### config.mk
export PLATFORM = sky130hd
export DESIGN_NAME = seqmul16
export DESIGN_NICKNAME = d
export VERILOG_FILES = /design/src/rtl/seqmul16_pkg.sv /design/src/rtl/byte_mult.sv /design/src/rtl/seqmul_ctrl.sv /design/src/rtl/seqmul_accum.sv /design/src/rtl/seqmul16.sv
export SDC_FILE = /design/constraint.sdc
export NUM_CORES = 1
export LEC_CHECK = 0
export ABC_AREA = 1
export BUFFER_PORTS_ARGS = -buffer_cell sky130_fd_sc_hd__buf_2
export CAP_MARGIN = 5
export CORE_MARGIN = 2
export CORE_UTILIZATION = 49
export DETAILED_ROUTE_END_ITERATION = 10
export PLACE_DENSITY = 0.73
export SYNTH_ARGS = -nofsm -noshare
export SYNTH_HDL_FRONTEND = slang
export SYNTH_SLANG_ARGS = --single-unit
### constraint.sdc
create_clock -name clk -period 6.4 [get_ports clk]
set_input_delay 1.6 -clock clk [delete_from_list [all_inputs] [get_ports clk]]
set_output_delay 1.6 -clock clk [all_outputs]
set_load 0.05 [all_outputs]
### src/rtl/seqmul16_pkg.sv
package seqmul16_pkg;
  // Step of the multiply sequence; the order of the products is fixed.
  typedef enum logic [2:0] {
    PH_LL  = 3'd0,  // low A x low B,  offset 0
    PH_LH  = 3'd1,  // low A x high B, offset one half
    PH_HL  = 3'd2,  // high A x low B, offset one half
    PH_HH  = 3'd3,  // high A x high B, offset one word
    PH_FIX = 3'd4   // signed correction of the upper word
  } phase_t;

  localparam int unsigned NUM_STEPS = 5;
endpackage

### src/rtl/byte_mult.sv
module byte_mult #(
  parameter int unsigned W = 8
) (
  input  logic [W-1:0]   x,
  input  logic [W-1:0]   y,
  output logic [2*W-1:0] p
);
  always_comb p = (2*W)'(x) * (2*W)'(y);
endmodule

### src/rtl/seqmul_ctrl.sv
module seqmul_ctrl
  import seqmul16_pkg::*;
(
  input  logic   clk,
  input  logic   rst,
  input  logic   start,
  output logic   load,
  output logic   step_en,
  output logic   fin,
  output phase_t phase,
  output logic   busy,
  output logic   done
);
  logic run;

  assign load    = start && !run;
  assign step_en = run;
  assign fin     = run && (phase == PH_FIX);
  assign busy    = run;

  always_ff @(posedge clk) begin
    if (rst) begin
      run   <= 1'b0;
      phase <= PH_LL;
      done  <= 1'b0;
    end else begin
      done <= fin;
      if (load) begin
        run   <= 1'b1;
        phase <= PH_LL;
      end else if (run) begin
        if (phase == PH_FIX) begin
          run   <= 1'b0;
          phase <= PH_LL;
        end else begin
          phase <= phase_t'(phase + 3'd1);
        end
      end
    end
  end

  // Walk through the steps in order, one per cycle.
  a_r5_phase_walk: assert property (@(posedge clk) disable iff (rst)
    (run && phase != PH_FIX) |=> (run && phase == phase_t'($past(phase) + 3'd1)));
  // A start seen while running must not restart the sequence.
  a_r6_no_restart: assert property (@(posedge clk) disable iff (rst)
    (run && start && phase != PH_FIX) |=> (phase != PH_LL));
  a_r7_done_pulse: assert property (@(posedge clk) disable iff (rst)
    done |=> !done);
  a_r7_done_after_busy: assert property (@(posedge clk) disable iff (rst)
    done |-> (!run && $past(run)));
endmodule

### src/rtl/seqmul_accum.sv
module seqmul_accum
  import seqmul16_pkg::*;
#(
  parameter int unsigned HW = 8
) (
  input  logic            clk,
  input  logic            rst,
  input  logic            load,
  input  logic            step_en,
  input  logic            fin,
  input  phase_t          phase,
  input  logic            sgn_in,
  input  logic [2*HW-1:0] a_in,
  input  logic [2*HW-1:0] b_in,
  output logic [4*HW-1:0] acc_nxt
);
  localparam int unsigned OW = 2 * HW;
  localparam int unsigned RW = 4 * HW;

  logic [OW-1:0] a_q, b_q;
  logic          sgn_q;
  logic [RW-1:0] acc;
  logic [HW-1:0] mx, my;
  logic [OW-1:0] pp;
  logic [RW-1:0] addend;
  logic [OW:0]   fix;
  logic [RW-1:0] fix_wide;

  byte_mult #(.W(HW)) u_bm (.x(mx), .y(my), .p(pp));

  // Pick the byte pair and its offset for the current step.
  always_comb begin
    mx     = a_q[HW-1:0];
    my     = b_q[HW-1:0];
    addend = '0;
    case (phase)
      PH_LL: begin
        mx = a_q[HW-1:0];  my = b_q[HW-1:0];
        addend = RW'(pp);
      end
      PH_LH: begin
        mx = a_q[HW-1:0];  my = b_q[OW-1:HW];
        addend = RW'(pp) << HW;
      end
      PH_HL: begin
        mx = a_q[OW-1:HW]; my = b_q[HW-1:0];
        addend = RW'(pp) << HW;
      end
      PH_HH: begin
        mx = a_q[OW-1:HW]; my = b_q[OW-1:HW];
        addend = RW'(pp) << OW;
      end
      default: addend = '0;
    endcase
  end

  // Two's-complement correction of the upper word.
  always_comb begin
    fix = '0;
    if (sgn_q && b_q[OW-1]) fix = fix + (OW+1)'(a_q);
    if (sgn_q && a_q[OW-1]) fix = fix + (OW+1)'(b_q);
    fix_wide = RW'(fix) << OW;
  end

  always_comb begin
    if (phase == PH_FIX) acc_nxt = acc - fix_wide;
    else                 acc_nxt = acc + addend;
  end

  always_ff @(posedge clk) begin
    if (rst) begin
      a_q   <= '0;
      b_q   <= '0;
      sgn_q <= 1'b0;
      acc   <= '0;
    end else if (load) begin
      a_q   <= a_in;
      b_q   <= b_in;
      sgn_q <= sgn_in;
      acc   <= '0;
    end else if (step_en) begin
      acc <= acc_nxt;
    end
  end

  a_r6_ops_held: assert property (@(posedge clk) disable iff (rst)
    (step_en && $past(step_en)) |-> ($stable(a_q) && $stable(b_q) && $stable(sgn_q)));
  a_r2_unsigned_final: assert property (@(posedge clk) disable iff (rst)
    (fin && !sgn_q) |-> (acc_nxt == RW'(a_q) * RW'(b_q)));
  a_r3_signed_final: assert property (@(posedge clk) disable iff (rst)
    (fin && sgn_q) |-> ($signed(acc_nxt) ==
      $signed({{OW{a_q[OW-1]}}, a_q}) * $signed({{OW{b_q[OW-1]}}, b_q})));
endmodule

### src/rtl/seqmul16.sv
module seqmul16
  import seqmul16_pkg::*;
#(
  parameter int unsigned HW = 8
) (
  input  logic          clk,
  input  logic          rst,
  input  logic          start,
  input  logic          signed_mode,
  input  logic [2*HW-1:0] op_a,
  input  logic [2*HW-1:0] op_b,
  output logic          busy,
  output logic          done,
  output logic [HW-1:0] res_b3,
  output logic [HW-1:0] res_b2,
  output logic [HW-1:0] res_b1,
  output logic [HW-1:0] res_b0
);
  localparam int unsigned RW = 4 * HW;

  logic          load, step_en, fin;
  phase_t        phase;
  logic [RW-1:0] acc_nxt;
  logic [RW-1:0] res_q;

  seqmul_ctrl u_ctrl (
    .clk(clk), .rst(rst), .start(start), .load(load), .step_en(step_en),
    .fin(fin), .phase(phase), .busy(busy), .done(done)
  );

  seqmul_accum #(.HW(HW)) u_acc (
    .clk(clk), .rst(rst), .load(load), .step_en(step_en), .fin(fin),
    .phase(phase), .sgn_in(signed_mode), .a_in(op_a), .b_in(op_b),
    .acc_nxt(acc_nxt)
  );

  always_ff @(posedge clk) begin
    if (rst)      res_q <= '0;
    else if (fin) res_q <= acc_nxt;
  end

  assign res_b3 = res_q[4*HW-1:3*HW];
  assign res_b2 = res_q[3*HW-1:2*HW];
  assign res_b1 = res_q[2*HW-1:HW];
  assign res_b0 = res_q[HW-1:0];

  a_r8_res_hold: assert property (@(posedge clk) disable iff (rst)
    !done |-> $stable(res_q));
endmodule

==> flow_metrics.tcl <==
set metrics [dict create \
    hp-class "flop to flop" \
    cts_tree "yes" \
    rsz0062_at_grt "yes" \
    multi_input_area_mm2 0.008243 \
    first_pass_iters 7 \
    grt_start_max_net_pins 59 \
    combPwrFrac 0.428 \
    cp.arrival_ns 6.82 \
    clkPwrFrac 0.264 \
    ctsHoldBuffers 0 \
    place_congestion 0.9388 \
    grt_pass1_vias 10350 \
    status "finished with violations" \
    tightest_slew_ns 1.376 \
    swShare 0.3841 \
    p_int_w 0.001397 \
    cts_buffer_depth 2 \
    die_h_um 146.3 \
    routed_wl_um 34880 \
    fin_area_mm2 0.01389 \
    die-area_mm2 0.02139 \
    p_switching_w 0.0008711 \
    setup.worst_path.start_class "flop" \
    cts_max_level 3 \
    via_per_inst 5.464 \
    dr.first_iter.drc_count 692 \
    die_w_um 146.3 \
    synth_nets 1697 \
    io_buffer_count 69 \
    cpMaxStageDelayCell "fa_1" \
    cp.required_ns 6.68 \
    period_share 1.022 \
    synth-seq-cells 102 \
    ir_drop_uv 164.8 \
    cts-buffers-inserted 9 \
    cap_violations 0 \
    core-area_mm2 0.02004 \
    post-route-drc-count 0 \
    setup_viol 22 \
    netlist_instances 1520 \
    synth_area_mm2 0.009916 \
    yosys_warnings 0 \
    path_class "flop to flop" \
    globalRouteOverflowTotal 0 \
    seqPwrFrac 0.308 \
    max_freq_mhz 152.9 \
    hpwl_um 24580 \
    clock_sinks 102 \
    hold_ws_ns 0.4655 \
    fillCellCount 1631 \
    grt_pass1_wl_um 51810 \
    netlist-cell-type-count 43 \
    power_density_mw_per_mm2 163.3 \
    end_kind "flop" \
    place_inst 1977 \
    syn_to_final_growth_pct 40.09 \
    clk_latency_ns 0.37 \
    drtAntennaViolNets 0 \
    finalClockSkew_ns 0.01559 \
    n_antenna_cell 0 \
    power.leakage_nw 6.920 \
    fin_crit_ns 6.538 \
    start_util 0.4948 \
    vias 11150 \
    slew_headroom 0.07677 \
    synth_seq_area_share 0.2059 \
    slew_viol_final 0 \
    slowest_delay_ns 0.55 \
    hold_viol_final 0 \
    cp_max_fo 6 \
    regArea_mm2 0.002047 \
    gr-usage-all-layers 0.3014 \
    setup_slack_ns -0.1384 \
    root_buffer "clkbuf_16" \
    placed_cell_area_mm2 0.01163 \
    violations "setup timing" \
    io_pins 70 \
    syn_avg_cell_area_um2 6.524 \
    rows 52 \
    finalNonFillerCells 2040 \
    wl_per_cell_um 17.10 \
    antenna_found_initial 0 \
    nNetsFinal 1942 \
    clk_pin_slew_ns 0.08 \
    drive_above_1_share 0.3333 \
]
-- through the flow --
step	setup slack, ns	util	TNS (ns)	power, W
floorplan	0.1122	-	0	0.001143
global placement	-0.6337	0.5802	-14.64	0.001426
detailed placement	-0.6218	0.5802	-14.81	0.001432
CTS	-0.002486	0.6272	-0.002886	0.002090
global route	-0.4296	0.6932	-8.910	0.002377
finish	-0.1384	0.6932	-1.637	0.002268
-- area by class of cell --
cell class / count / share of cell area
Tap cell: 270 / 0.02432
Timing Repair Buffer: 272 / 0.1452
Clock buffer: 9 / 0.01621
Clock inverter: 7 / 0.006305
Multi-Input combinational cell: 1140 / 0.5934
Sequential cell: 102 / 0.1474
Inverter: 240 / 0.06720
-- power groups by stage --
stage	registers, W	logic, W	clock network [W]
after global routing	0.000701	0.00105	0.000625
after detailed placement	0.000708	0.000724	0
final	0.000699	0.000970	0.000599
after global placement	0.000708	0.000718	0
after floorplan	0.000697	0.000446	0
after CTS	0.000694	0.000789	0.000607
-- layer usage --
metal | track usage | wire length [um] | vias to the layer above
met5 | 0 | 0 | -
met4 | 0.1092 | 1634 | 0
met3 | 0.04656 | 2497 | 102
met2 | 0.5012 | 16250 | 464
met1 | 0.3984 | 14490 | 5153
li1 | - | - | 5427
-- placed cells by master (no fill, tap or decap), types with 12 or more instances in the layout --
cell type / n
a21oi_2: 27
nand3_1: 71
ha_1: 77
inv_1: 202
nand3_2: 30
nand2_1: 215
buf_4: 176
fa_1: 35
inv_2: 27
nor2_1: 189
nand2_4: 16
o21ai_2: 19
nand2_2: 40
xor2_1: 16
dfxtp_1: 100
a21oi_1: 87
o21a_1: 12
nor2_2: 30
buf_2: 69
o21ai_0: 90
buf_6: 22
ha_4: 21
nor2_4: 22
o21ai_1: 13
-- sequential cells by signal, summed over array words and instances (netlist names) --
| name | count |
|---|---|
| res_q | 32 |
| u_acc.acc | 32 |
| u_acc.a_q | 16 |
| u_acc.b_q | 16 |
| u_ctrl.phase | 3 |
| u_acc.sgn_q | 1 |
| u_ctrl.busy | 1 |
| u_ctrl.done | 1 |
-- logic make-up after synthesis --
logic type | after synthesis | synth area share
muxes | 1 | 0.001010
and+or+nand+nor | 642 | 0.2707
xor gates and xnor gates | 32 | 0.02826
buffers and inverters | 279 | 0.1074
AOI/OAI and AO/OA | 323 | 0.1793
adders and majority gates | 141 | 0.2074
DFF | 102 | 0.2059
-- synthesized netlist by cell type --
library cell / n / area (um^2)
nor2_2: 7 / 43.79
clkinv_1: 1 / 3.750
buf_2: 11 / 55.05
o221ai_1: 1 / 8.760
o21ai_1: 12 / 60.06
clkbuf_1: 27 / 101.4
o22ai_1: 17 / 106.4
a22oi_2: 1 / 12.51
xor2_1: 22 / 192.7
o21a_1: 12 / 90.09
nand2_1: 265 / 994.7
o21bai_1: 8 / 60.06
ha_1: 102 / 1276
inv_1: 229 / 859.6
nand3_2: 5 / 50.05
dfxtp_1: 102 / 2042
and2_1: 2 / 12.51
or2_1: 1 / 6.260
buf_4: 1 / 7.510
a21o_1: 10 / 75.07
a21oi_2: 1 / 8.760
nor2_1: 234 / 878.3
or2_0: 2 / 12.51
a31oi_1: 8 / 50.05
o21ai_0: 116 / 580.6
a22oi_1: 1 / 7.510
nand4_1: 5 / 31.28
or2_2: 1 / 6.260
xnor2_1: 10 / 87.58
mux2i_1: 1 / 10.01
nand3_1: 96 / 480.5
fa_1: 39 / 780.8
nor4_2: 2 / 25.02
nor3_1: 9 / 45.04
nand2_2: 8 / 50.05
o21ai_2: 2 / 17.52
a21boi_0: 1 / 7.510
nor3_2: 4 / 40.04
nand3b_1: 1 / 7.510
o211ai_1: 9 / 67.56
inv_2: 10 / 37.54
a211oi_1: 2 / 15.01
a21oi_1: 122 / 610.6
-- critical path: cells and delay by family, from the launching register on --
kind                     cells  cell delay [ns]
adder cells (fa/ha/maj)      8             3.04
AND/OR/NAND/NOR             14             1.31
buffers and inverters       10             0.97
AO/OA/AOI/OAI                4             0.49
flip-flops                   1             0.36
XOR/XNOR                     1             0.27
-- what timing repair did --
action	in CTS	in global routing
cloned	2	0
buffers inserted	19	30
pin swaps	76	108
endpoints found under the setup margin	31	31
gates resized for setup	137	267
-- final timing paths --
check	cells after the start	start	endpoint	slack, ns
hold reg to reg	2	res_q[17]$_SDFFE_PP0P_	res_q[17]$_SDFFE_PP0P_	0.47
setup reg to reg	37	u_ctrl.phase[0]$_SDFFE_PP0P_	res_q[29]$_SDFFE_PP0P_	-0.14
setup / recovery	37	u_ctrl.phase[0]$_SDFFE_PP0P_	res_q[29]$_SDFFE_PP0P_	-0.14
hold / removal	2	res_q[17]$_SDFFE_PP0P_	res_q[17]$_SDFFE_PP0P_	0.47
(Power assumes the default switching activity.)
